<file path="src/rtl/lifo_pkg.sv">
package lifo_pkg;

    localparam int unsigned LIFO_DEPTH = 11;
    localparam int unsigned LIFO_WIDTH = 16;

    // What a cycle's strobes resolve to once the flags are considered
    typedef enum logic [1:0] {
        OP_IDLE   = 2'd0,
        OP_PUSH   = 2'd1,
        OP_POP    = 2'd2,
        OP_REJECT = 2'd3
    } lifo_op_t;

    function automatic lifo_op_t classify(input logic push,
                                          input logic pop,
                                          input logic is_full,
                                          input logic is_empty);
        lifo_op_t op;
        op = OP_IDLE;
        if (push && !pop) begin
            op = is_full ? OP_REJECT : OP_PUSH;
        end else if (pop && !push) begin
            op = is_empty ? OP_REJECT : OP_POP;
        end
        return op;
    endfunction

endpackage

</file>
<file path="src/rtl/lifo_ctrl.sv">
module lifo_ctrl
    import lifo_pkg::*;
#(
    parameter int unsigned DEPTH = LIFO_DEPTH,
    parameter int unsigned PTR_W = $clog2(DEPTH + 1)
) (
    input  logic             clk,
    input  logic             rst,
    input  logic             push_req,
    input  logic             pop_req,
    output logic [PTR_W-1:0] sp,
    output logic             full,
    output logic             empty,
    output logic             err,
    output logic             wr_en,
    output logic [PTR_W-1:0] wr_addr,
    output logic             rd_en,
    output logic [PTR_W-1:0] rd_addr
);

    localparam logic [PTR_W-1:0] SP_EMPTY = PTR_W'(DEPTH);

    lifo_op_t         op;
    logic [PTR_W-1:0] sp_dn;
    logic [PTR_W-1:0] sp_up;

    always_comb begin
        op      = classify(push_req, pop_req, full, empty);
        sp_dn   = sp - PTR_W'(1);
        sp_up   = sp + PTR_W'(1);
        wr_en   = (op == OP_PUSH);
        wr_addr = sp_dn;
        rd_en   = (op == OP_POP);
        rd_addr = sp;
    end

    always_ff @(posedge clk) begin
        if (rst) begin
            sp    <= SP_EMPTY;
            full  <= 1'b0;
            empty <= 1'b1;
            err   <= 1'b0;
        end else begin
            err <= (op == OP_REJECT);
            unique case (op)
                OP_PUSH: begin
                    sp    <= sp_dn;
                    full  <= (sp_dn == '0);
                    empty <= 1'b0;
                end
                OP_POP: begin
                    sp    <= sp_up;
                    empty <= (sp_up == SP_EMPTY);
                    full  <= 1'b0;
                end
                default: begin
                end
            endcase
        end
    end

endmodule

</file>
<file path="src/rtl/lifo_regfile.sv">
module lifo_regfile #(
    parameter int unsigned DEPTH = 11,
    parameter int unsigned WIDTH = 16,
    parameter int unsigned PTR_W = 4
) (
    input  logic             clk,
    input  logic             rst,
    input  logic             wr_en,
    input  logic [PTR_W-1:0] wr_addr,
    input  logic [WIDTH-1:0] wr_data,
    input  logic [PTR_W-1:0] rd_addr,
    output logic [WIDTH-1:0] rd_data
);

    logic [WIDTH-1:0] slot [DEPTH];
    logic [DEPTH-1:0] hit;

    // one write-select line per slot
    for (genvar g = 0; g < DEPTH; g++) begin : g_sel
        assign hit[g] = wr_en && (wr_addr == PTR_W'(g));
    end

    always_ff @(posedge clk) begin
        for (int i = 0; i < DEPTH; i++) begin
            if (rst) begin
                slot[i] <= '0;
            end else if (hit[i]) begin
                slot[i] <= wr_data;
            end
        end
    end

    always_comb begin
        rd_data = '0;
        for (int i = 0; i < DEPTH; i++) begin
            if (rd_addr == PTR_W'(i)) begin
                rd_data = slot[i];
            end
        end
    end

endmodule

</file>
<file path="src/rtl/reg_lifo.sv">
module reg_lifo
    import lifo_pkg::*;
#(
    parameter int unsigned DEPTH = LIFO_DEPTH,
    parameter int unsigned WIDTH = LIFO_WIDTH,
    parameter int unsigned PTR_W = $clog2(DEPTH + 1)
) (
    input  logic             clk,
    input  logic             rst,
    input  logic             push_req,
    input  logic             pop_req,
    input  logic [WIDTH-1:0] din,
    output logic [WIDTH-1:0] dout,
    output logic [PTR_W-1:0] sp,
    output logic             full,
    output logic             empty,
    output logic             err
);

    logic             wr_en;
    logic             rd_en;
    logic [PTR_W-1:0] wr_addr;
    logic [PTR_W-1:0] rd_addr;
    logic [WIDTH-1:0] rd_data;

    lifo_ctrl #(
        .DEPTH (DEPTH),
        .PTR_W (PTR_W)
    ) u_ctrl (
        .clk      (clk),
        .rst      (rst),
        .push_req (push_req),
        .pop_req  (pop_req),
        .sp       (sp),
        .full     (full),
        .empty    (empty),
        .err      (err),
        .wr_en    (wr_en),
        .wr_addr  (wr_addr),
        .rd_en    (rd_en),
        .rd_addr  (rd_addr)
    );

    lifo_regfile #(
        .DEPTH (DEPTH),
        .WIDTH (WIDTH),
        .PTR_W (PTR_W)
    ) u_store (
        .clk     (clk),
        .rst     (rst),
        .wr_en   (wr_en),
        .wr_addr (wr_addr),
        .wr_data (din),
        .rd_addr (rd_addr),
        .rd_data (rd_data)
    );

    always_ff @(posedge clk) begin
        if (rst) begin
            dout <= '0;
        end else if (rd_en) begin
            dout <= rd_data;
        end
    end

endmodule

</file>
<file path="config.mk">
export PLATFORM = sky130hd
export DESIGN_NAME = reg_lifo
export DESIGN_NICKNAME = d
export VERILOG_FILES = /design/src/rtl/lifo_pkg.sv /design/src/rtl/lifo_ctrl.sv /design/src/rtl/lifo_regfile.sv /design/src/rtl/reg_lifo.sv
export SDC_FILE = /design/constraint.sdc
export NUM_CORES = 1
export LEC_CHECK = 0
export ABC_AREA = 0
export BUFFER_PORTS_ARGS = -buffer_cell sky130_fd_sc_hd__buf_2
export CAP_MARGIN = 20
export CORE_MARGIN = 2
export CORE_UTILIZATION = 45
export CTS_BUF_LIST = sky130_fd_sc_hd__clkbuf_2
export DETAILED_ROUTE_END_ITERATION = 10
export MAX_ROUTING_LAYER = met4
export SETUP_SLACK_MARGIN = 0.2
export SLEW_MARGIN = 20
export SYNTH_ARGS = -nofsm -noshare
export SYNTH_HDL_FRONTEND = slang
export SYNTH_SLANG_ARGS = --single-unit
</file>
<file path="constraint.sdc">
create_clock -name clk -period 5.37 [get_ports clk]
set_clock_uncertainty 0.2 [all_clocks]
set_input_delay 0 -clock clk [delete_from_list [all_inputs] [get_ports clk]]
set_output_delay 0 -clock clk [all_outputs]
set_load 0.05 [all_outputs]
</file>
==> summary.md, run 1 <==
| Metric | Value |
|---|---|
| Top cells by area, synth | edfxtp_1 (54%), and2_1 (11%), dfxtp_1 (4.7%) |
| P&R area growth vs syn | 10.8% |
| Unrepaired setup endpoints after global routing | false |
| Slew @ Worst Pin | 1060 ps |
| Die Height | 151 um |
| Post-Synthesis Cells | 862 |
| Max-cap viol count | 0 |
| Power Total | between 3 and 4 mW |
| Nets | 939 |
| HP Class | in2reg |
| GP Congestion | 0.904 |
| DR WL/cell | approximately 22 um |
| Total number of vias | 6979 |
| Commonest non-fill, non-tap cell in the layout | edfxtp_1 |
| Max_slew headroom | a little over a quarter |
| FP Rows | 53 |
| Worst-path clk slew | between 300 and 400 ps |
| CP max FO | 16 |
| Iter 0 DRT Violations | 517 |
| Initial DRT Pass Iterations | 5 |
| Crit-path slowest cell | a2111oi_0 |
| Crit. End Element | flip-flop |
| Post-CTS setup buffer count | 0 |
| Worst-case reg-to-reg path depth | 9 |
| DRC violations left | 0 |
| Count of final hold-check violations | 0 |
| Dpl ws | 1580 ps |
| CTS tree | done |
| Crit path top cell by count | buf_4 |
| Ys flop type | edfxtp_1 |
| Detail Route Antenna Nets | 0 |
| Library cells used by synthesis | 56 |
| Fillers | 1920 |
| Grt ovf | 0 |
| Critical path startpoint category | flip-flop |
| Commonest non-fill, non-tap cells in the layout | edfxtp_1 (176), and2_1 (166), a21oi_1 (84) |
| Post-Syn Area | 0.00973 mm2 |
| Chip Width | ~150 um |
| Core Box Area | 0.0211 mm2 |
| Setup_tns | 0 ps |
| GRT Total Usage | 24.8% |
| WHS Path Cells | 6 |
| Yosys warnings | 0 |
| Max IR drop VDD | about 0.14 mV |
| Max-slew violation count | 0 |
| Setup-failing EPs final | 0 |
| Clk_lat worst skew | a little over 800 ps |
| Async S/R FF share, synth | 0% |
| Port bufs | 42 |
| CTS buffer count | 17 |
| Initial Util | 46.1% |
| DIE AREA | 0.0228 mm2 |
| Largest net degree at the start of global routing | 49 |
| Share of cells above drive strength 1 | 13.7% |
| Crit-path cells | inv_1, ha_1, buf_4, nor2b_1, buf_4, a221oi_1, nor3_1, a2111oi_0, o32ai_1 |
| First-pass GRT wire length | 40.1 mm |
| Vias per Instance | 5.83 |
| TritonCTS Sinks | 199 |
| Outcome | finished, final reports clean |
| Hpwl dp | around 17 mm |
| Static Leak | 3.93 nW |
| Slowest stage delay, CP | approximately 860 ps |
| Crit share post-route | 71.1% |
| CP Data Required Time | 5860 ps |
| Clock Tree Buf Depth | 2 |
| Data arrival, critical path | 4310 ps |
| Kind of critical path | reg2reg |
| Final min period | between 3000 and 4000 ps |
| H-tree depth | 4 |
| Syn_nets | 893 |
| EDFF count, synth | ~180 |
| PD cells | 295 mW/mm2 |
| Worst setup margin | between 1500 and 2000 ps |
| Seq/Total Area, Yosys | between 50% and 60% |
| Yosys top cell area share | 54.3% |
| Wirelength, routed | 26.2 mm |
| Seq cells post-synth | 199 |
| Number of global-route vias before repair | just over 7k |
| Initial antenna violation count | 1 |
| Clk root buf | clkbuf_2 |
| Core Util, Final | between 50% and 60% |
| Cell taking the most area after synthesis | edfxtp_1 |
| I/O pin count | 43 |
| Max Fclk | 0.262 GHz |
| Synthesized area per cell | 11.3 um2 |
stage by stage:
step                      cell area [um2]  hold slack, ps  instances
after floorplan                      9730           -1.85        862
after global placement              10100             259       1123
after detailed placement            10100             263       1123
after CTS                           10800            71.6       1196
after global routing                10800            48.1       1197
final                               10800             116       1197
critical path: cells and delay by family (launching register included):
| kind | cells | cell delay, ps |
|---|---|---|
| AOI/OAI and AO/OA | 3 | 1390 |
| adders and majority gates | 1 | 460 |
| buffers and inverters | 3 | 710 |
| DFF | 1 | 690 |
| and+or+nand+nor | 2 | 240 |
what timing repair did:
action,in CTS,in global routing
resized for setup,0,0
hold endpoints to repair,203,0
hold buffers,41,0
final cells by class:
class	instances	area, um2	share of cell area, %
Antenna cell	1	2.50	0.0232
Clock buffer	18	90.1	0.836
Clock inverter	14	183	1.70
Inverter	9	33.8	0.313
Multi-Input combinational cell	579	3610	33.5
Sequential cell	199	5750	53.3
Tap cell	275	344	3.19
Timing Repair Buffer	102	763	7.08
power breakdown:
group | switching (mW) | leakage, nW | internal [mW]
registers | 0.0417 | 2.01 | 1.76
clock network | 0.602 | 0.158 | 0.168
logic | 0.428 | 1.76 | 0.181
total | 1.07 | 3.93 | 2.11
path summary, 6_finish.rpt:
kind                           from      endpoint  slack [ps]
setup / recovery  u_ctrl.rd_addr[0]       dout[6]        1550
hold / removal             push_req    u_ctrl.err         120
setup reg to reg  u_ctrl.rd_addr[0]       dout[6]        1550
hold reg to reg        u_ctrl.empty  u_ctrl.empty         360
registers in the layout (all words and copies together) (netlist names):
register        flops
dout               16
u_ctrl.empty        1
u_ctrl.err          1
u_ctrl.full         1
u_ctrl.rd_addr      4
u_store.slot      176
cells in the mapped netlist, drive strengths merged (2+ instances only):
| master | number |
|---|---|
| and2 | 177 |
| edfxtp | 176 |
| a21oi | 85 |
| clkbuf | 51 |
| nor3 | 47 |
| nor2 | 40 |
| o21ai | 34 |
| nand2 | 28 |
| nor2b | 25 |
| buf | 24 |
| dfxtp | 23 |
| o22ai | 23 |
| a221oi | 15 |
| a22o | 11 |
| ha | 11 |
| nand3 | 11 |
| o211ai | 11 |
| o21bai | 11 |
| inv | 7 |
| nand2b | 7 |
| a31oi | 5 |
| o32ai | 5 |
| a2111oi | 4 |
| o221ai | 4 |
| a21o | 3 |
| nand3b | 3 |
| xnor2 | 3 |
| a211o | 2 |
| and3 | 2 |
| clkinv | 2 |
cell families after synthesis:
family,count (synthesis),share of synthesized area [%]
AOI/OAI and AO/OA,217,14.2
xor gates and xnor gates,4,0.360
adders and majority gates,11,1.41
buffers and inverters,84,3.79
DFF,199,59.1
muxes,1,0.103
and+or+nand+nor,346,21.0
layer usage:
layer / track usage (%) / share of wire (%) / wire length (um)
met5: - / 0 / 0
met1: 29.4 / 40 / 10600
met3: 4.16 / 5.0 / 1300
met4: 9.53 / 2.9 / 756
met2: 42.5 / 52 / 13500
No activity file was read; power rests on OpenSTA's default activity.
==> run 2, diff against run 1 <==
Settings changed: ABC_AREA 0 to 1.
Clock period 5.37 ns to 3.75 ns, I/O delays scaled along.
==> run 2 against run 1 <==
Sequential share of layout area up 0.86 points. Combinational power up 19%. Total power up 37%. Flip-flop and latch count unchanged. Worst hold slack worse by 49 ps. Via count up 0.43%. Synthesized area down 0.19%. Cell count up 19%. Clock power up 40%. Maximum frequency up 15%. Cell area down 1.6%. Largest power group unchanged.
==> summary.md, run 2 <==
| Metric | Value |
|---|---|
| Min-Delay Startpoint | din[15] |
| CP max FO | 7 (-9) |
| Yosys warnings | 0 (unchanged) |
| Seq pwr share | 58.8% (+2.1 points) |
| Port bufs | 42 (unchanged) |
| Critical path startpoint category | flip-flop |
| Library cells used by synthesis | 34 (-39%) |
| CP Data Required Time | 4220 ps (-1640 ps) |
| Crit share post-route | 88.6% (+18 points) |
| DIE AREA | 0.0228 mm2 (-0.19%) |
| Cell taking the most area after synthesis | edfxtp_1 |
| Total number of vias | 7009 (+0.43%) |
| P&R area growth vs syn | 9.24% |
| DR WL/cell | 15.7 um (-28%) |
| Synthesized area per cell | 8.91 um2 (-21%) |
| Max-slew violation count | 0 (unchanged) |
| Switching share of power | 30.5% (-3.1 points) |
| Top cells by area, synth | edfxtp_1 (54%), nand2_1 (11%), nor2_1 (9.5%) |
| Worst setup endpoint | u_ctrl.empty |
| Mux share of post-synthesis cell area | 0% (-0.10 points) |
| Vias per Instance | 4.94 (-15%) |
| Setup_tns | 0 ps (unchanged) |
| Synth Area in XOR/XNOR | 0.464% (+0.10 points) |
| Fin cells | 1419 (+19%) |
| Share of cells above drive strength 1 | 11.6% (-2.0 points) |
| Chip Width | 151 um (about the same) |
| EDFF count, synth | 176 (unchanged) |
| Count leader, synth | nand2_1 |
| H-tree depth | 4 (unchanged) |
| Simple-Gate Fraction of Synth Area | 27.9% (+6.9 points) |
| Initial DRT Pass Iterations | 4 (-1) |
| Max_slew headroom | 38.4% (+11 points) |
| Clk network pwr share | 24.6% (+0.4 points) |
| Largest net degree at the start of global routing | 33 (-33%) |
| Data arrival, critical path | 3790 ps (-520 ps) |
| Max-cap viol count | 0 (unchanged) |
| Async S/R FF share, synth | 0% (unchanged) |
| Yosys top cell area share | 54.4% (+0.11 points) |
| TritonCTS Sinks | 199 (unchanged) |
| Total net switching power | 1.34 mW (+25%) |
| Largest family of logic cells by synthesized area | simple AND/OR/NAND/NOR gates |
| Clk root buf | clkbuf_2 |
| Commonest non-fill, non-tap cell in the layout | nand2_1 |
| PD cells | 413 mW/mm2 (+40%) |
| Iter 0 DRT Violations | 499 (-3.5%) |
| Footprint of the multi-input gates | 0.00322 mm2 (-11%) |
| Internal power | 3.04 mW (+44%) |
| Worst reg2reg endpoint | u_ctrl.empty |
| Post-Syn Area | 0.00971 mm2 (-0.19%) |
| Post-Synthesis Cells | 1090 (+26%) |
| Compound-Gate Fraction of Synth Area | 3.35% (-11 points) |
| Syn_nets | 1121 (+26%) |
| Highest metal layer with signal wires | met4 |
| HP Class | in2reg |
| Wire length on met2 | 11.3 mm (-17%) |
| GRT Total Usage | 21.5% (-3.3 points) |
| Detail Route Antenna Nets | 0 (unchanged) |
| Largest register FFs | 176 (unchanged) |
| R2r setup slk | 430 ps (-1130 ps) |
| Initial antenna violation count | 1 (unchanged) |
| FP Rows | 53 (unchanged) |
| Clk_lat worst skew | 750 ps (-60 ps) |
| DRC violations left | 0 (unchanged) |
| Reg area | 0.00575 mm2 (unchanged) |
| Hpwl dp | 14.8 mm (-15%) |
| Max Fclk | 0.301 GHz (+15%) |
| Synth top cells by count | nand2_1 (273), nor2_1 (245), edfxtp_1 (176) |
| Worst-case reg-to-reg path depth | 9 (unchanged) |
| Met1 WL | 9.83 mm (-7.2%) |
| Comb power frac | 16.6% (-2.5 points) |
| Number of global-route vias before repair | 6745 (-4.7%) |
| Met3 WL | 860 um (-34%) |
| Worst-path clk slew | 280 ps (-40 ps) |
| Seq cells post-synth | 199 (unchanged) |
| Post-CTS setup buffer count | 0 (unchanged) |
| Commonest non-fill, non-tap cells in the layout | nand2_1 (273), nor2_1 (245), edfxtp_1 (176) |
| Top reg by flops | u_store.slot |
| Wirelength, routed | 22.3 mm (-15%) |
| Dpl cells | 1358 (+21%) |
| Clock Tree Buf Depth | 2 (unchanged) |
| Count of final hold-check violations | 0 (unchanged) |
| Crit. End Element | flip-flop |
| Setup crit start | u_ctrl.full |
| Grt ovf | 0 (unchanged) |
| Nets | 1161 (+24%) |
| Max IR drop VDD | 0.235 mV (+69%) |
| Initial Util | 46.0% (-0.089 points) |
| Seq/Total Area, Yosys | 59.2% (+0.11 points) |
| Die Height | 151 um (about the same) |
| Core Box Area | 0.0211 mm2 (unchanged) |
| Ys flop type | edfxtp_1 |
| Kind of critical path | reg2reg |
| Worst r2r src | u_ctrl.full |
| Slew @ Worst Pin | 924 ps (-139 ps) |
| Fillers | 2044 (+6.5%) |
| GP Congestion | 0.772 (-15%) |
| Setup-failing EPs final | 0 (unchanged) |
| Post-CTS sizing | 0 (unchanged) |
| Final min period | 3320 ps (-494 ps) |
| Outcome | finished, final reports clean |
| CTS tree | done |
| I/O pin count | 43 (unchanged) |
| CTS buffer count | 17 (unchanged) |
| Static Leak | 4.72 nW (+20%) |
| Adder-Cell Fraction of Synth Area | 1.42% (+0.0027 points) |
| Unrepaired setup endpoints after global routing | false |
| First-pass GRT wire length | 35.9 mm (-10%) |
run 2: worst min path at each step:
stage                                to  cells after the start
floorplan           u_store.slot[0][15]                      2
global route         u_store.slot[0][5]                      4
global placement             u_ctrl.err                      2
finish              u_store.slot[1][31]                      4
detailed placement           u_ctrl.err                      2
CTS                 u_store.slot[2][12]                      4
run 2: cell families (layout without fill, tap and decap cells):
logic type,count (synthesis),after routing
simple gates,630,630
flops,199,199
buf+inv,185,238
compound gates,62,62
fa+ha+maj,11,11
xor+xnor,3,3
other cells,0,1
run 2: power by group through the flow:
stage	combinational (mW)	sequential [mW]	clock, mW
6_report	0.727	2.57	1.08
5_1_grt	0.818	2.59	1.19
4_1_cts	0.738	2.57	1.10
3_5_place_dp	0.711	2.62	0
3_3_place_gp	0.708	2.62	0
2_1_floorplan	0.456	2.68	0
run 2: metal layers:
layer | vias up | global-route usage (%)
met4 | 0 | 6.03
met1 | 3317 | 27.3
met5 | - | -
met3 | 28 | 3.61
met2 | 135 | 35.9
li1 | 3529 | -
run 2: cell type report:
type / count / share of cell area [%]
Antenna cell: 1 / 0.0236
Clock buffer: 18 / 0.849
Clock inverter: 14 / 1.40
Inverter: 121 / 4.28
Multi-Input combinational cell: 706 / 30.3
Sequential cell: 199 / 54.2
Tap cell: 275 / 3.24
Timing Repair Buffer: 85 / 5.69
run 2: worst max-delay path: stages (launching register included):
cell	delay (ps)
dfxtp_1	400
nand3_1	80
dlygate4sd3_1	550
nand2_1	90
dlygate4sd3_1	570
ha_1	270
dlygate4sd3_1	680
inv_1	160
a21oi_1	160
o31ai_1	90
run 2: metrics by stage:
stage	total power [mW]	hold slack (ps)	utilization [%]	setup WS (ps)	instance area, um2
floorplan	3.13	18.4	-	13.0	9710
global placement	3.33	202	47.8	817	10100
detailed placement	3.33	204	47.8	817	10100
CTS	4.42	0.0780	50.3	442	10600
global route	4.59	17.1	50.3	220	10600
finish	4.38	66.7	50.3	428	10600
run 2: timing repair:
item	CTS	global route
endpoints found under the setup margin	0	0
endpoints found under the hold margin	193	0
hold buffers	28	0
==> run 3, diff against run 2 <==
Settings changed: BUFFER_PORTS_ARGS -buffer_cell sky130_fd_sc_hd__buf_2 to default, CORE_MARGIN 2 to 3, DONT_BUFFER_PORTS from default to 1.
==> run 3 against run 2 <==
Flip-flop and latch count unchanged. Global-route usage is 0.96 points lower. Setup slack worse by 48 ps.
==> summary.md, run 3 (same netlist as run 2, synthesis figures left out) <==
| Metric | Value |
|---|---|
| Outcome | finished, final reports clean |
| First-pass GRT wire length | 36.6 mm (+1.9%) |
| Slew @ Worst Pin | 1020 ps (+97.8 ps) |
| CP Data Required Time | 3970 ps (-250 ps) |
| Commonest non-fill, non-tap cells in the layout | nand2_1 (270), nor2_1 (245), edfxtp_1 (176) |
| Final min period | 3370 ps (+47.9 ps) |
| Largest register FFs | 176 (unchanged) |
| Hpwl dp | 14.6 mm (-0.81%) |
| Max-cap viol count | 0 (unchanged) |
| Unrepaired setup endpoints after global routing | true |
| Kind of critical path | reg2reg |
| GP Congestion | 0.804 (+4.2%) |
| Max IR drop VDD | 0.184 mV (-21%) |
| Crit. End Element | flip-flop |
| Nets | 1138 (-2.0%) |
| Largest net degree at the start of global routing | 33 (unchanged) |
| R2r setup slk | 380 ps (-50 ps) |
| Critical path startpoint category | flip-flop |
| Max Fclk | 0.297 GHz (-1.4%) |
| Initial Util | 46.0% (unchanged) |
| Die Height | 153 um (+1.3%) |
| Top reg by flops | u_store.slot |
| PD cells | 420 mW/mm2 (+1.8%) |
| Core Box Area | 0.0211 mm2 (unchanged) |
| Setup-failing EPs final | 0 (unchanged) |
| DRC violations left | 0 (unchanged) |
| P&R area growth vs syn | 9.70% |
| Number of global-route vias before repair | 6661 (-1.2%) |
| Static Leak | 4.62 nW (-2.1%) |
| Max-slew violation count | 0 (unchanged) |
| Worst-case reg-to-reg path depth | 9 (unchanged) |
| HP Class | in2reg |
| CTS buffer count | 17 (unchanged) |
| WHS Path Cells | 6 (+2) |
| Total number of vias | 6914 (-1.4%) |
| I/O pin count | 43 (unchanged) |
| Grt ovf | 0 (unchanged) |
| Worst setup endpoint | u_store.slot[2][23] |
| CP max FO | 16 (+9) |
| GRT Total Usage | 20.6% (-0.96 points) |
| CTS tree | done |
| Initial DRT Pass Iterations | 5 (+1) |
| Clk_lat worst skew | 780 ps (+30 ps) |
| Worst-path clk slew | 290 ps (about the same) |
| FP Rows | 53 (unchanged) |
| Wirelength, routed | 22.9 mm (+2.7%) |
| Clock Tree Buf Depth | 2 (unchanged) |
| TritonCTS Sinks | 199 (unchanged) |
| Chip Width | 153 um (+1.3%) |
| Share of cells above drive strength 1 | 8.84% (-2.8 points) |
| Setup_tns | 0 ps (unchanged) |
| Clk root buf | clkbuf_2 |
| DIE AREA | 0.0234 mm2 (+2.7%) |
| Count of final hold-check violations | 0 (unchanged) |
| Crit share post-route | 89.9% (+1.3 points) |
| Max_slew headroom | 31.8% (-6.5 points) |
| Data arrival, critical path | 3590 ps (-200 ps) |
| Port bufs | 0 (-100%) |
| Detail Route Antenna Nets | 0 (unchanged) |
| Iter 0 DRT Violations | 547 (+9.6%) |
| Vias per Instance | 4.95 (+0.27%) |
| DR WL/cell | 16.4 um (+4.4%) |
| H-tree depth | 4 (unchanged) |
| Setup crit start | u_ctrl.full |
| Commonest non-fill, non-tap cell in the layout | nand2_1 |
| Worst hold slack | 78.1 ps (+11.4 ps) |
| Initial antenna violation count | 1 (unchanged) |
| Worst reg2reg endpoint | u_store.slot[2][23] |
| Fillers | 2027 (-0.83%) |
| Worst r2r src | u_ctrl.full |
==> run 3: timing repair <==
| item | in CTS | in global routing |
|---|---|---|
| endpoints found under the hold margin | 205 | 0 |
| hold buffers | 46 | 0 |
| resized for setup | 0 | 7 |
| buffers inserted | 0 | 0 |
| endpoints found under the setup margin | 0 | 56 |
==> run 3: metrics by stage <==
| stage | cell area [um2] | util [%] | setup WS (ps) | power, mW | std cells |
|---|---|---|---|---|---|
| floorplan | 9710 | - | 13.0 | 3.13 | 1090 |
| global placement | 9880 | 46.9 | 796 | 3.30 | 1317 |
| detailed placement | 9880 | 46.9 | 802 | 3.31 | 1317 |
| CTS | 10600 | 50.4 | 234 | 4.50 | 1395 |
| global route | 10700 | 50.5 | 184 | 4.67 | 1396 |
| finish | 10700 | 50.5 | 380 | 4.48 | 1396 |
==> run 3: cell type report <==
cell class	instances	area, um2	area share, %
Sequential cell	199	5750	53.9
Inverter	121	454	4.26
Timing Repair Buffer	62	581	5.45
Clock buffer	18	90.1	0.846
Multi-Input combinational cell	706	3240	30.4
Clock inverter	14	191	1.80
Antenna cell	1	2.50	0.0235
Tap cell	275	344	3.23
==> run 3: how the worst min path moves through the flow <==
stage | startpoint | end | slack (ps)
2_1_floorplan | din[15] | u_store.slot[0][15] | 20
3_3_place_gp | rst | dout[13] | -130
3_5_place_dp | rst | dout[8] | -130
4_1_cts | push_req | u_ctrl.err | 2
5_1_grt | push_req | u_ctrl.err | 60
6_report | push_req | u_ctrl.err | 80
==> run 3: critical path, cell delays in order, from the launching register on <==
cell and delay, ps:
dfxtp_1 550, nand3_1 160, dlygate4sd3_1 550, nand2_1 90, inv_1 70, ha_1 400
nand2_1 130, inv_1 240, nand2_1 90, nand2_1 570
==> run 3: power breakdown <==
group	leakage [nW]	switching [mW]	internal (mW)
Clock	0.159	0.777	0.396
Combinational	2.45	0.491	0.196
Sequential	2.01	0.0887	2.53
==> run 3: routing by layer <==
layer	GRT usage, %	up-vias	part of all wire [%]
met5	-	-	0
met4	4.29	0	0.81
met3	3.09	12	3.6
met2	35.2	136	52
met1	26.3	3283	44
li1	-	3483	-
